<file path="src/rtl/rst_cause_pkg.sv">
package rst_cause_pkg;

  // Implemented field sits at the top of the word
  localparam int unsigned FLD_W   = 5;
  localparam int unsigned FLD_LSB = 27;

  // Field-relative positions of the two command bits
  localparam int unsigned CMD_PWR_IDX = 3;  // word bit 30
  localparam int unsigned CMD_EXT_IDX = 2;  // word bit 29

  // Per-bit access type inside the field
  localparam logic [FLD_W-1:0] CLR_ON_ONE = 5'b10011;  // bits 31, 28, 27
  localparam logic [FLD_W-1:0] WRITE_THRU = 5'b01100;  // bits 30, 29

  // Value loaded on a first reset event
  localparam logic [FLD_W-1:0] FIRST_VAL  = 5'b10000;

endpackage

</file>
<file path="src/rtl/rst_cause_field.sv">
module rst_cause_field
  import rst_cause_pkg::*;
(
  input  logic             clk,
  input  logic             rst_n,
  input  logic             load_first,
  input  logic             wr_go,
  input  logic [FLD_W-1:0] wr_fld,
  output logic [FLD_W-1:0] fld_q
);

  logic [FLD_W-1:0] wr_val;
  logic [FLD_W-1:0] fld_d;
  logic             fld_en;

  // Each bit gets its access type from the package masks
  for (genvar b = 0; b < FLD_W; b++) begin : g_bit
    if (CLR_ON_ONE[b]) begin : g_w1c
      assign wr_val[b] = fld_q[b] & ~wr_fld[b];
    end else if (WRITE_THRU[b]) begin : g_rw
      assign wr_val[b] = wr_fld[b];
    end else begin : g_ro
      assign wr_val[b] = fld_q[b];
    end
  end

  assign fld_en = load_first | wr_go;

  always_comb begin
    fld_d = fld_q;
    if (load_first) begin
      fld_d = FIRST_VAL;
    end else if (wr_go) begin
      fld_d = wr_val;
    end
  end

  always_ff @(posedge clk or negedge rst_n) begin
    if (!rst_n) begin
      fld_q <= '0;
    end else if (fld_en) begin
      fld_q <= fld_d;
    end
  end

endmodule

</file>
<file path="src/rtl/rst_cause_boot.sv">
module rst_cause_boot #(
  parameter int unsigned CNT_W = 4
) (
  input  logic clk,
  input  logic rst_n,
  input  logic evt,
  input  logic rearm,
  output logic first_boot
);

  localparam logic [CNT_W-1:0] CNT_MAX = {CNT_W{1'b1}};

  logic [CNT_W-1:0] cnt_q;
  logic [CNT_W-1:0] cnt_d;
  logic             cnt_en;

  assign cnt_en     = evt | rearm;
  assign first_boot = (cnt_q == '0);

  // An event always wins over a re-arm
  always_comb begin
    cnt_d = cnt_q;
    if (evt) begin
      if (cnt_q != CNT_MAX) begin
        cnt_d = cnt_q + 1'b1;
      end
    end else if (rearm) begin
      cnt_d = '0;
    end
  end

  always_ff @(posedge clk or negedge rst_n) begin
    if (!rst_n) begin
      cnt_q <= '0;
    end else if (cnt_en) begin
      cnt_q <= cnt_d;
    end
  end

endmodule

</file>
<file path="src/rtl/rst_cause_req.sv">
module rst_cause_req (
  input  logic clk,
  input  logic rst_n,
  input  logic fire,
  output logic req_q
);

  logic req_d;

  assign req_d = fire;

  always_ff @(posedge clk or negedge rst_n) begin
    if (!rst_n) begin
      req_q <= 1'b0;
    end else begin
      req_q <= req_d;
    end
  end

endmodule

</file>
<file path="src/rtl/rst_cause_ctrl.sv">
module rst_cause_ctrl
  import rst_cause_pkg::*;
#(
  parameter int unsigned DATA_W = 32,
  parameter int unsigned CNT_W  = 4
) (
  input  logic              clk,
  input  logic              rst_n,
  input  logic              sys_rst_done,
  input  logic              wr_en,
  input  logic [DATA_W-1:0] wr_data,
  output logic [DATA_W-1:0] rd_data,
  output logic              reset_req
);

  localparam int unsigned LOW_W = FLD_LSB;

  logic [FLD_W-1:0] wr_fld;
  logic [FLD_W-1:0] fld_q;
  logic             wr_go;
  logic             first_boot;
  logic             load_first;
  logic             rearm;
  logic             fire;
  logic             unused_low;

  assign wr_fld     = wr_data[FLD_LSB +: FLD_W];
  assign unused_low = ^wr_data[LOW_W-1:0];

  // A reset event in the same cycle suppresses the write
  assign wr_go      = wr_en & ~sys_rst_done;
  assign load_first = sys_rst_done & first_boot;
  assign rearm      = wr_go & wr_fld[CMD_PWR_IDX];
  assign fire       = wr_go & (wr_fld[CMD_PWR_IDX] | wr_fld[CMD_EXT_IDX]);

  rst_cause_field u_field (
    .clk        (clk),
    .rst_n      (rst_n),
    .load_first (load_first),
    .wr_go      (wr_go),
    .wr_fld     (wr_fld),
    .fld_q      (fld_q)
  );

  rst_cause_boot #(
    .CNT_W (CNT_W)
  ) u_boot (
    .clk        (clk),
    .rst_n      (rst_n),
    .evt        (sys_rst_done),
    .rearm      (rearm),
    .first_boot (first_boot)
  );

  rst_cause_req u_req (
    .clk   (clk),
    .rst_n (rst_n),
    .fire  (fire),
    .req_q (reset_req)
  );

  assign rd_data = {fld_q, {LOW_W{1'b0}}};

endmodule

</file>
<file path="config.mk">
export PLATFORM = sky130hd
export DESIGN_NAME = rst_cause_ctrl
export DESIGN_NICKNAME = d
export VERILOG_FILES = /design/src/rtl/rst_cause_pkg.sv /design/src/rtl/rst_cause_field.sv /design/src/rtl/rst_cause_boot.sv /design/src/rtl/rst_cause_req.sv /design/src/rtl/rst_cause_ctrl.sv
export SDC_FILE = /design/constraint.sdc
export NUM_CORES = 1
export LEC_CHECK = 0
export CORE_MARGIN = 3
export CORE_UTILIZATION = 55
export DETAILED_ROUTE_END_ITERATION = 7
export DONT_BUFFER_PORTS = 1
export GPL_TIMING_DRIVEN = 0
export PLACE_DENSITY = 0.78
export SYNTH_ARGS = -nofsm -noshare
export SYNTH_HDL_FRONTEND = slang
export SYNTH_SLANG_ARGS = --single-unit
</file>
<file path="constraint.sdc">
create_clock -name clk -period 1.3 [get_ports clk]
set_input_delay 0.195 -clock clk [delete_from_list [all_inputs] [get_ports clk]]
set_output_delay 0.195 -clock clk [all_outputs]
set_load 0.02 [all_outputs]
</file>
==> impl_metrics.json, run 1 <==
{
  "outcome": "completed",
  "path_class": "reg2reg",
  "grt.overflow.total": 0,
  "clock.fmax_ghz": 0.830,
  "core_um2": 1170,
  "dpl.hpwl_um": 1010,
  "ys_seq_area_frac": 0.344,
  "fin_skew_ns": 0.00110,
  "h-tree-depth": 1,
  "layout_setup_ws_ns": 0.0945,
  "nets": 150,
  "clk_pin_slew_ns": 0.07,
  "clock_path_buffers": 2,
  "cts_sinks": 10,
  "min_period_ns": 1.21,
  "clk_latency_ns": 0.27,
  "cap_violations": 0,
  "diodes": 0,
  "finalCritPeriodShare": 0.927,
  "r2r_end": "u_boot.cnt_q[1]",
  "arrival_ns": 1.37,
  "yosysTopAreaCell": "dfrtp_1",
  "start_util": 0.622,
  "place_ws_ns": 0.0151,
  "cts_tree": "built",
  "die_area_um2": 1800,
  "setup_tns_ns": 0,
  "crit_fanout": 4,
  "antenna_found_initial": 0,
  "post-route-util": 0.774,
  "mostFrequentLayoutCell": "buf_4",
  "synth.area.top_cells": "dfrtp_1, buf_4, nand2_1, ha_1, buf_6",
  "via_count": 535,
  "wl_per_cell_um": 10.9,
  "portBuffers": 0,
  "ff2ff_setup_slack_ns": 0.09,
  "powerDensity_nw_per_um2": 1180,
  "grt_usage": 0.166,
  "hp-class": "in2reg",
  "post-route-drc-count": 0,
  "die_y_um": 42.4,
  "cp_top_family": "compound AO/OA/AOI/OAI gates",
  "area_delta_synth_final_pct": 24.4,
  "leakage_nw": 0.528,
  "grt_pass1_vias": 475,
  "synth_cell_types": 23,
  "syn-cell-area_um2": 728,
  "drive_gt1_frac": 0.342,
  "hold_viol": 0,
  "grt_pass1_wl_um": 2170,
  "cts_made_buffers": 3,
  "root_buffer": "clkbuf_4",
  "critPathSlowestCell": "dfrtp_1",
  "grt_max_degree": 11,
  "die_w_um": 42.4,
  "rows": 12,
  "viasPerCell": 4.28,
  "routed_wl_um": 1360,
  "ys_warn_count": 0,
  "final_area_um2": 906,
  "min_to": "u_req.req_q",
  "avgSynthCellArea_um2": 9.22,
  "netlist_instances": 79,
  "drt-pass1-iter-count": 4,
  "whs_path_depth": 1,
  "endpoint_kind": "flop",
  "dpl_cell_area_um2": 843,
  "slowest_delay_ns": 0.41,
  "cp-start-kind": "flop",
  "postRouteAntennaNets": 0,
  "reg2regPathDepth": 3,
  "io_pins": 69,
  "setup_viol": 0,
  "place_congestion": 0.811,
  "worstReg2RegStart": "u_boot.cnt_q[0]",
  "min_from": "wr_data[29]",
  "cp_cell_sequence": "ha_2 > a41o_1 > a32o_1",
  "critPathLaunch": "u_boot.cnt_q[0]",
  "ys_ff_latch": 10,
  "ir_drop_mv": 0.934,
  "mostFrequentLayoutCells": "buf_4, conb_1, dfrtp_1, nand2_1, nor2_1",
  "n_fill_cell": 88,
  "slew_viol_final": 0,
  "cp_num_buf_inv": 0,
  "dr.first_iter.drc_count": 5,
  "required_ns": 1.46,
  "yosysTopAreaCellShare": 0.344
}
flip-flops by register name, summed over array words and instances, names as in the netlist:
name / cells
u_field.fld_q: 5
u_boot.cnt_q: 4
u_req.req_q: 1
logic make-up after synthesis:
family | after synthesis | share of synthesized area
buffers and inverters | 31 | 0.320
other | 1 | 0.00515
AND/OR/NAND/NOR | 22 | 0.158
multiplexers | 2 | 0.0275
adder cells (fa/ha/maj) | 2 | 0.0344
flip-flops | 10 | 0.344
AO/OA/AOI/OAI | 11 | 0.112
how the worst max path moves through the flow:
| stage | slack (ns) | depth (start not counted) | end |
|---|---|---|---|
| after global routing | -0.003 | 6 | u_field.fld_q[4] |
| after CTS | 0.03 | 5 | u_field.fld_q[1] |
| after floorplan | 0.13 | 3 | u_boot.cnt_q[1] |
| final | 0.09 | 3 | u_boot.cnt_q[1] |
| after global placement | 0.03 | 5 | u_field.fld_q[1] |
| after detailed placement | 0.02 | 5 | u_field.fld_q[0] |
per-stage QoR:
stage	instances	power (mW)	hold slack [ns]
after global placement	119	0.733	-0.100
after global routing	125	1.15	0.0464
final	125	1.07	0.0455
after CTS	124	1.06	0.0412
after floorplan	105	0.705	-0.101
after detailed placement	119	0.742	-0.100
Yosys cell counts:
library cell and n:
mux2i_1 2, ha_1 2, buf_6 2, nor3b_2 1
a41o_1 1, inv_1 2, nor2b_1 1, nor2_1 5
a32o_1 1, o22ai_1 2, and4_1 1, dfrtp_1 10
a21oi_1 3, and3_1 3, a21bo_1 1, conb_1 1
nor3_2 1, nand2_1 8, nand3_1 2, a211oi_1 1
o21a_1 1, a21oi_2 1, buf_4 27
where the power goes:
group	total, mW	internal, mW	switching (mW)
Combinational	0.325	0.158	0.167
Sequential	0.459	0.362	0.0968
Clock	0.290	0.170	0.119
Total	1.07	0.690	0.383
final cells by class:
| class | count | area (um2) | area share |
|---|---|---|---|
| buffer | 29 | 225 | 0.249 |
| multi-input combinational | 64 | 352 | 0.388 |
| inverter | 2 | 7.51 | 0.00829 |
| timing repair buffer | 2 | 17.5 | 0.0193 |
| clock buffer | 4 | 36.3 | 0.0401 |
| sequential | 10 | 250 | 0.276 |
| tap | 14 | 17.5 | 0.0193 |
metal layers:
metal / track usage / part of all wire / vias up
met3: 0.0644 / 0.086 / 4
li1: - / - / 279
met1: 0.178 / 0.38 / 228
met5: 0 / 0 / -
met2: 0.277 / 0.51 / 24
met4: 0.0932 / 0.029 / 0
what timing repair did:
item,4_1_cts,5_1_grt
hold endpoints to repair,10,0
buffers inserted,0,1
resized for setup,1,1
endpoints found under the setup margin,2,3
hold buffers,1,0
worst reg2reg max path: stages (launching register included):
cell     delay [ns]
dfrtp_1        0.41
ha_2           0.22
a41o_1         0.26
a32o_1         0.21
No activity file was read; power rests on OpenSTA's default activity.
==> run 2, diff against run 1 <==
--- a/config.mk
+++ b/config.mk
@@ -11,6 +11,7 @@
 export DONT_BUFFER_PORTS = 1
 export GPL_TIMING_DRIVEN = 0
 export PLACE_DENSITY = 0.78
+export SETUP_SLACK_MARGIN = 0.5
 export SYNTH_ARGS = -nofsm -noshare
 export SYNTH_HDL_FRONTEND = slang
 export SYNTH_SLANG_ARGS = --single-unit
==> run 2 against run 1 <==
  * Combinational power rose by 21%
  * Setup slack improved by 0.012 ns
  * Flip-flop and latch count did not move
  * Largest power group unchanged
  * Global-route usage fell by 0.12 points
  * Critical path type unchanged
  * Highest routed layer unchanged
  * Critical endpoint is now u_field.fld_q[1]
==> impl_metrics.json, run 2 (synthesized netlist as in run 1, its figures left out) <==
{
  "dpl.hpwl_um": 1020,
  "top_layer_used": "met4",
  "cp-start-kind": "flop",
  "postRouteAntennaNets": 0,
  "whs_path_depth": 1,
  "clock.fmax_ghz": 0.838,
  "endpoint_kind": "flop",
  "start_util": 0.622,
  "die_y_um": 42.4,
  "slew_viol_final": 0,
  "rsz0062_at_grt": "yes",
  "grt.overflow.total": 0,
  "area_delta_synth_final_pct": 33.0,
  "mostFrequentLayoutCell": "buf_4",
  "cap_violations": 0,
  "hold_ws_ns": 0.0425,
  "place_congestion": 0.778,
  "grt_max_degree": 11,
  "regMostFlops": "u_field.fld_q",
  "clk_pin_slew_ns": 0.07,
  "nets": 153,
  "core_um2": 1170,
  "portBuffers": 0,
  "io_pins": 69,
  "n_fill_cell": 74,
  "grt_pass1_vias": 492,
  "arrival_ns": 1.36,
  "slowest_delay_ns": 0.42,
  "clkPwrFrac": 0.249,
  "switching_share": 0.360,
  "root_buffer": "clkbuf_4",
  "critPathSlowestCell": "dfrtp_1",
  "drt-pass1-iter-count": 4,
  "wl_met3_um": 180,
  "cp_cell_sequence": "inv_2 > ha_4 > nor3b_4 > nand2_1 > and3_4",
  "min_from": "wr_data[29]",
  "die_w_um": 42.4,
  "crit_cells": 5,
  "hp-class": "in2reg",
  "combPwrFrac": 0.341,
  "wl_met1_um": 506,
  "reg2regPathDepth": 5,
  "grt_pass1_wl_um": 2180,
  "drive_gt1_frac": 0.447,
  "via_count": 571,
  "post-route-util": 0.827,
  "powerDensity_nw_per_um2": 1190,
  "internal_power_mw": 0.734,
  "reg_top3": "u_field.fld_q: 5 flops, u_boot.cnt_q: 4 flops, u_req.req_q: 1 flops",
  "place_ws_ns": 0.0414,
  "required_ns": 1.47,
  "pwr-share-seq": 0.410,
  "clk_latency_ns": 0.27,
  "h-tree-depth": 1,
  "cts_tree": "built",
  "leakage_nw": 0.539,
  "worstReg2RegStart": "u_boot.cnt_q[0]",
  "routed_wl_um": 1500,
  "wl_per_cell_um": 11.7,
  "cp_top_family": "simple AND/OR/NAND/NOR gates",
  "finalCritPeriodShare": 0.918,
  "dp_cells": 119,
  "cp_num_buf_inv": 1,
  "cts_made_buffers": 3,
  "switchingPower_mw": 0.413,
  "dr.first_iter.drc_count": 8,
  "fin_cells": 128,
  "largest_register_ff_count": 5,
  "outcome": "completed",
  "mostFrequentLayoutCells": "buf_4, conb_1, nand2_1, dfrtp_1, nor2_1",
  "critPathLaunch": "u_boot.cnt_q[0]",
  "antenna_found_initial": 0,
  "clock_path_buffers": 2,
  "hold_viol": 0,
  "ir_drop_mv": 0.833,
  "path_class": "reg2reg",
  "die_area_um2": 1800,
  "setup_tns_ns": 0,
  "viasPerCell": 4.46,
  "fin_skew_ns": 0.0101,
  "post-route-drc-count": 0,
  "setup_viol": 0,
  "min_period_ns": 1.19,
  "layout_setup_ws_ns": 0.107,
  "diodes": 0,
  "rows": 12,
  "cts_sinks": 10,
  "grt_usage": 0.165,
  "wl_met2_um": 788,
  "crit_fanout": 3
}
run 2: changes by cell type in the layout (fill, tap and decap cells not counted), sizes merged:
| cell | change |
|---|---|
| buf | +3 |
run 2: layout make-up:
type                    count  area, um2  area share
multi-input cells          64        384       0.397
clock buffers               4       36.3      0.0375
inverters                   2       7.51     0.00775
plain buffers              29        225       0.233
well taps                  14       17.5      0.0181
flip-flops and latches     10        254       0.262
repair buffers              5       43.8      0.0452
run 2: layer usage:
layer / vias to the layer above / GRT usage
li1: 281 / -
met1: 256 / 0.177
met2: 30 / 0.271
met3: 4 / 0.0815
met4: 0 / 0.0745
met5: - / 0
run 2: what timing repair did:
action	in CTS	in global routing
resized for setup	5	6
hold buffers	1	0
pin swaps	2	3
setup buffers	3	1
hold endpoints to repair	10	0
endpoints found under the setup margin	15	15
run 2: path summary, 6_finish.rpt:
check                                    to  slack [ns]
min reg2reg                 u_boot.cnt_q[1]        0.58
max                        u_field.fld_q[1]        0.11
min in group asynchronous   u_boot.cnt_q[3]        0.30
min                             u_req.req_q        0.04
max in group asynchronous  u_field.fld_q[3]        0.64
max reg2reg                u_field.fld_q[1]        0.11
run 2: worst reg2reg max path, cell delays in order, from the launching register on:
cell and delay, ns:
dfrtp_1 0.42, inv_2 0.10, ha_4 0.12, nor3b_4 0.20, nand2_1 0.09, and3_4 0.17
run 2: power groups by stage:
stage,clock network (mW),registers [mW],logic [mW]
5_1_grt,0.299,0.482,0.427
6_report,0.286,0.470,0.392
4_1_cts,0.290,0.465,0.340
3_5_place_dp,0,0.464,0.293
2_1_floorplan,0,0.450,0.271
3_3_place_gp,0,0.461,0.288
run 2: metrics by stage:
stage / power, mW / cell area, um2
after floorplan: 0.722 / 836
after global placement: 0.749 / 853
after detailed placement: 0.757 / 853
after CTS: 1.09 / 930
after global routing: 1.21 / 968
final: 1.15 / 968
==> run 3, diff against run 2 <==
--- a/config.mk
+++ b/config.mk
@@ -5,12 +5,14 @@
 export SDC_FILE = /design/constraint.sdc
 export NUM_CORES = 1
 export LEC_CHECK = 0
+export BUFFER_PORTS_ARGS = -buffer_cell sky130_fd_sc_hd__buf_4
+export CORE_ASPECT_RATIO = 1.4
 export CORE_MARGIN = 3
-export CORE_UTILIZATION = 55
+export CORE_UTILIZATION = 36
+export CTS_CLUSTER_DIAMETER = 120
 export DETAILED_ROUTE_END_ITERATION = 7
-export DONT_BUFFER_PORTS = 1
 export GPL_TIMING_DRIVEN = 0
-export PLACE_DENSITY = 0.78
+export PLACE_DENSITY = 0.87
 export SETUP_SLACK_MARGIN = 0.5
 export SYNTH_ARGS = -nofsm -noshare
 export SYNTH_HDL_FRONTEND = slang
==> run 3 against run 2 <==
  * First-iteration DRC count shrank 13%
  * Clock power decreased by 3%
  * Cell area grew 11%
  * Critical path type unchanged
  * Setup slack gained 0.022 ns
  * Via count is 11% higher
  * Clock skew is 0.0015 ns lower
  * Power up 5.8%
  * Wire length up 2.3%
  * Hold slack better by 0.11 ns
  * Sequential share of layout area fell by 2.9 points
  * Flip-flop and latch count unchanged
==> impl_metrics.json, run 3 (synthesized netlist as in run 1, its figures left out) <==
{
  "outcome": "completed",
  "start_util": 0.394,
  "setup_viol": 0,
  "die_w_um": 44.0,
  "mostFrequentLayoutCell": "buf_4",
  "wl_per_cell_um": 10.3,
  "n_fill_cell": 165,
  "ir_drop_mv": 0.467,
  "pwr-share-seq": 0.349,
  "clock.fmax_ghz": 0.854,
  "combPwrFrac": 0.424,
  "leakage_nw": 0.617,
  "io_pins": 69,
  "final-seq-area_um2": 251,
  "setup_tns_ns": 0,
  "post-route-drc-count": 0,
  "min_from": "wr_data[29]",
  "rsz0062_at_grt": "yes",
  "die_area_um2": 2610,
  "min_period_ns": 1.17,
  "hp-class": "in2reg",
  "regMostFlops": "u_field.fld_q",
  "dr.first_iter.drc_count": 7,
  "viasPerCell": 4.27,
  "routed_wl_um": 1530,
  "cts_tree": "built",
  "nets": 167,
  "worstReg2RegStart": "u_boot.cnt_q[1]",
  "slew_viol_final": 0,
  "area_delta_synth_final_pct": 47.8,
  "powerDensity_nw_per_um2": 1130,
  "wl_met1_um": 510,
  "cap_violations": 0,
  "grt.overflow.total": 0,
  "h-tree-depth": 1,
  "drive_gt1_frac": 0.461,
  "path_class": "reg2reg",
  "reg_top3": "u_field.fld_q: 5 flops, u_boot.cnt_q: 4 flops, u_req.req_q: 1 flops",
  "antenna_found_initial": 0,
  "place_congestion": 0.710,
  "grt_max_degree": 11,
  "clkPwrFrac": 0.227,
  "via_count": 632,
  "internal_power_mw": 0.801,
  "p_total_mw": 1.21,
  "clk_latency_ns": 0.26,
  "diodes": 0,
  "switchingPower_mw": 0.414,
  "grt_pass1_vias": 584,
  "core_um2": 1850,
  "fin_skew_ns": 0.00861,
  "hold_viol": 0,
  "grt_pass1_wl_um": 2440,
  "crit_fanout": 4,
  "switching_share": 0.341,
  "wl_met3_um": 183,
  "endpoint_kind": "flop",
  "clock_path_buffers": 2,
  "postRouteAntennaNets": 0,
  "mostFrequentLayoutCells": "buf_4, conb_1, buf_6, dfrtp_1, nand2_1",
  "finalCritPeriodShare": 0.901,
  "wl_met2_um": 788,
  "arrival_ns": 1.32,
  "cts_made_buffers": 3,
  "root_buffer": "clkbuf_4",
  "critPathLaunch": "u_boot.cnt_q[1]",
  "dpl.hpwl_um": 1140,
  "multi_input_area_um2": 359,
  "grt_usage": 0.126,
  "clk_pin_slew_ns": 0.07,
  "largest_register_ff_count": 5,
  "drt-pass1-iter-count": 4,
  "top_layer_used": "met4",
  "cp-start-kind": "flop",
  "rows": 18,
  "cts_sinks": 10,
  "portBuffers": 13,
  "die_y_um": 59.2,
  "required_ns": 1.45
}
run 3: cell count changes in the layout (fill, tap and decap cells not counted), moves of 2 or more:
cell | previous run | this run
buf_4 | 30 | 38
buf_6 | 3 | 9
dfrtp_1 | 7 | 9
dfrtp_2 | 3 | 1
o22ai_1 | 0 | 2
o22ai_2 | 2 | 0
run 3: routing by layer:
metal,global-route usage,up-vias
li1,-,310
met1,0.125,278
met2,0.225,36
met3,0.0334,8
met4,0.0776,0
met5,0,-
run 3: repair_timing:
action,CTS,global route
gates cloned,0,0
hold buffers,1,0
endpoints found under the hold margin,10,0
setup buffers,5,0
resized for setup,8,2
endpoints found under the setup margin,15,15
pin swaps,4,1
run 3: power groups by stage:
stage                     Sequential, mW  Clock, mW  Combinational (mW)
after floorplan                    0.450          0               0.271
after global placement             0.421          0               0.388
after detailed placement           0.428          0               0.401
after CTS                          0.420      0.280               0.502
after global routing               0.431      0.300               0.558
final                              0.423      0.276               0.515
run 3: layout make-up:
cell class | instances | share of cell area
multi-input cells | 64 | 0.334
repair buffers | 19 | 0.159
well taps | 20 | 0.0233
inverters | 2 | 0.00698
flip-flops and latches | 10 | 0.234
clock buffers | 4 | 0.0337
plain buffers | 29 | 0.209
run 3: worst paths after layout:
| check | end | slack [ns] | depth (start not counted) |
|---|---|---|---|
| min in group asynchronous | u_field.fld_q[2] | 0.30 | 2 |
| setup reg to reg | u_field.fld_q[0] | 0.13 | 5 |
| max in group asynchronous | u_boot.cnt_q[2] | 0.85 | 2 |
| hold / removal | u_req.req_q | 0.16 | 2 |
| hold reg to reg | u_field.fld_q[0] | 0.54 | 1 |
| setup / recovery | u_field.fld_q[0] | 0.13 | 5 |
run 3: metrics by stage:
| stage | hold WS, ns | setup slack [ns] | utilization | std cells | instance area (um2) |
|---|---|---|---|---|---|
| 4_1_cts | 0.148 | 0.113 | 0.580 | 148 | 1070 |
| 3_5_place_dp | 0.0299 | 0.0378 | 0.519 | 138 | 958 |
| 2_1_floorplan | -0.101 | 0.161 | - | 105 | 836 |
| 5_1_grt | 0.150 | 0.0507 | 0.583 | 148 | 1080 |
| 6_report | 0.157 | 0.129 | 0.583 | 148 | 1080 |
| 3_3_place_gp | 0.0266 | 0.0867 | 0.519 | 138 | 958 |
run 3: worst max-delay path: stages (launching register included):
cell and delay [ns]:
dfrtp_1 0.42, inv_1 0.07, ha_1 0.13, nor3b_4 0.19
nand2_1 0.09, and3_1 0.15
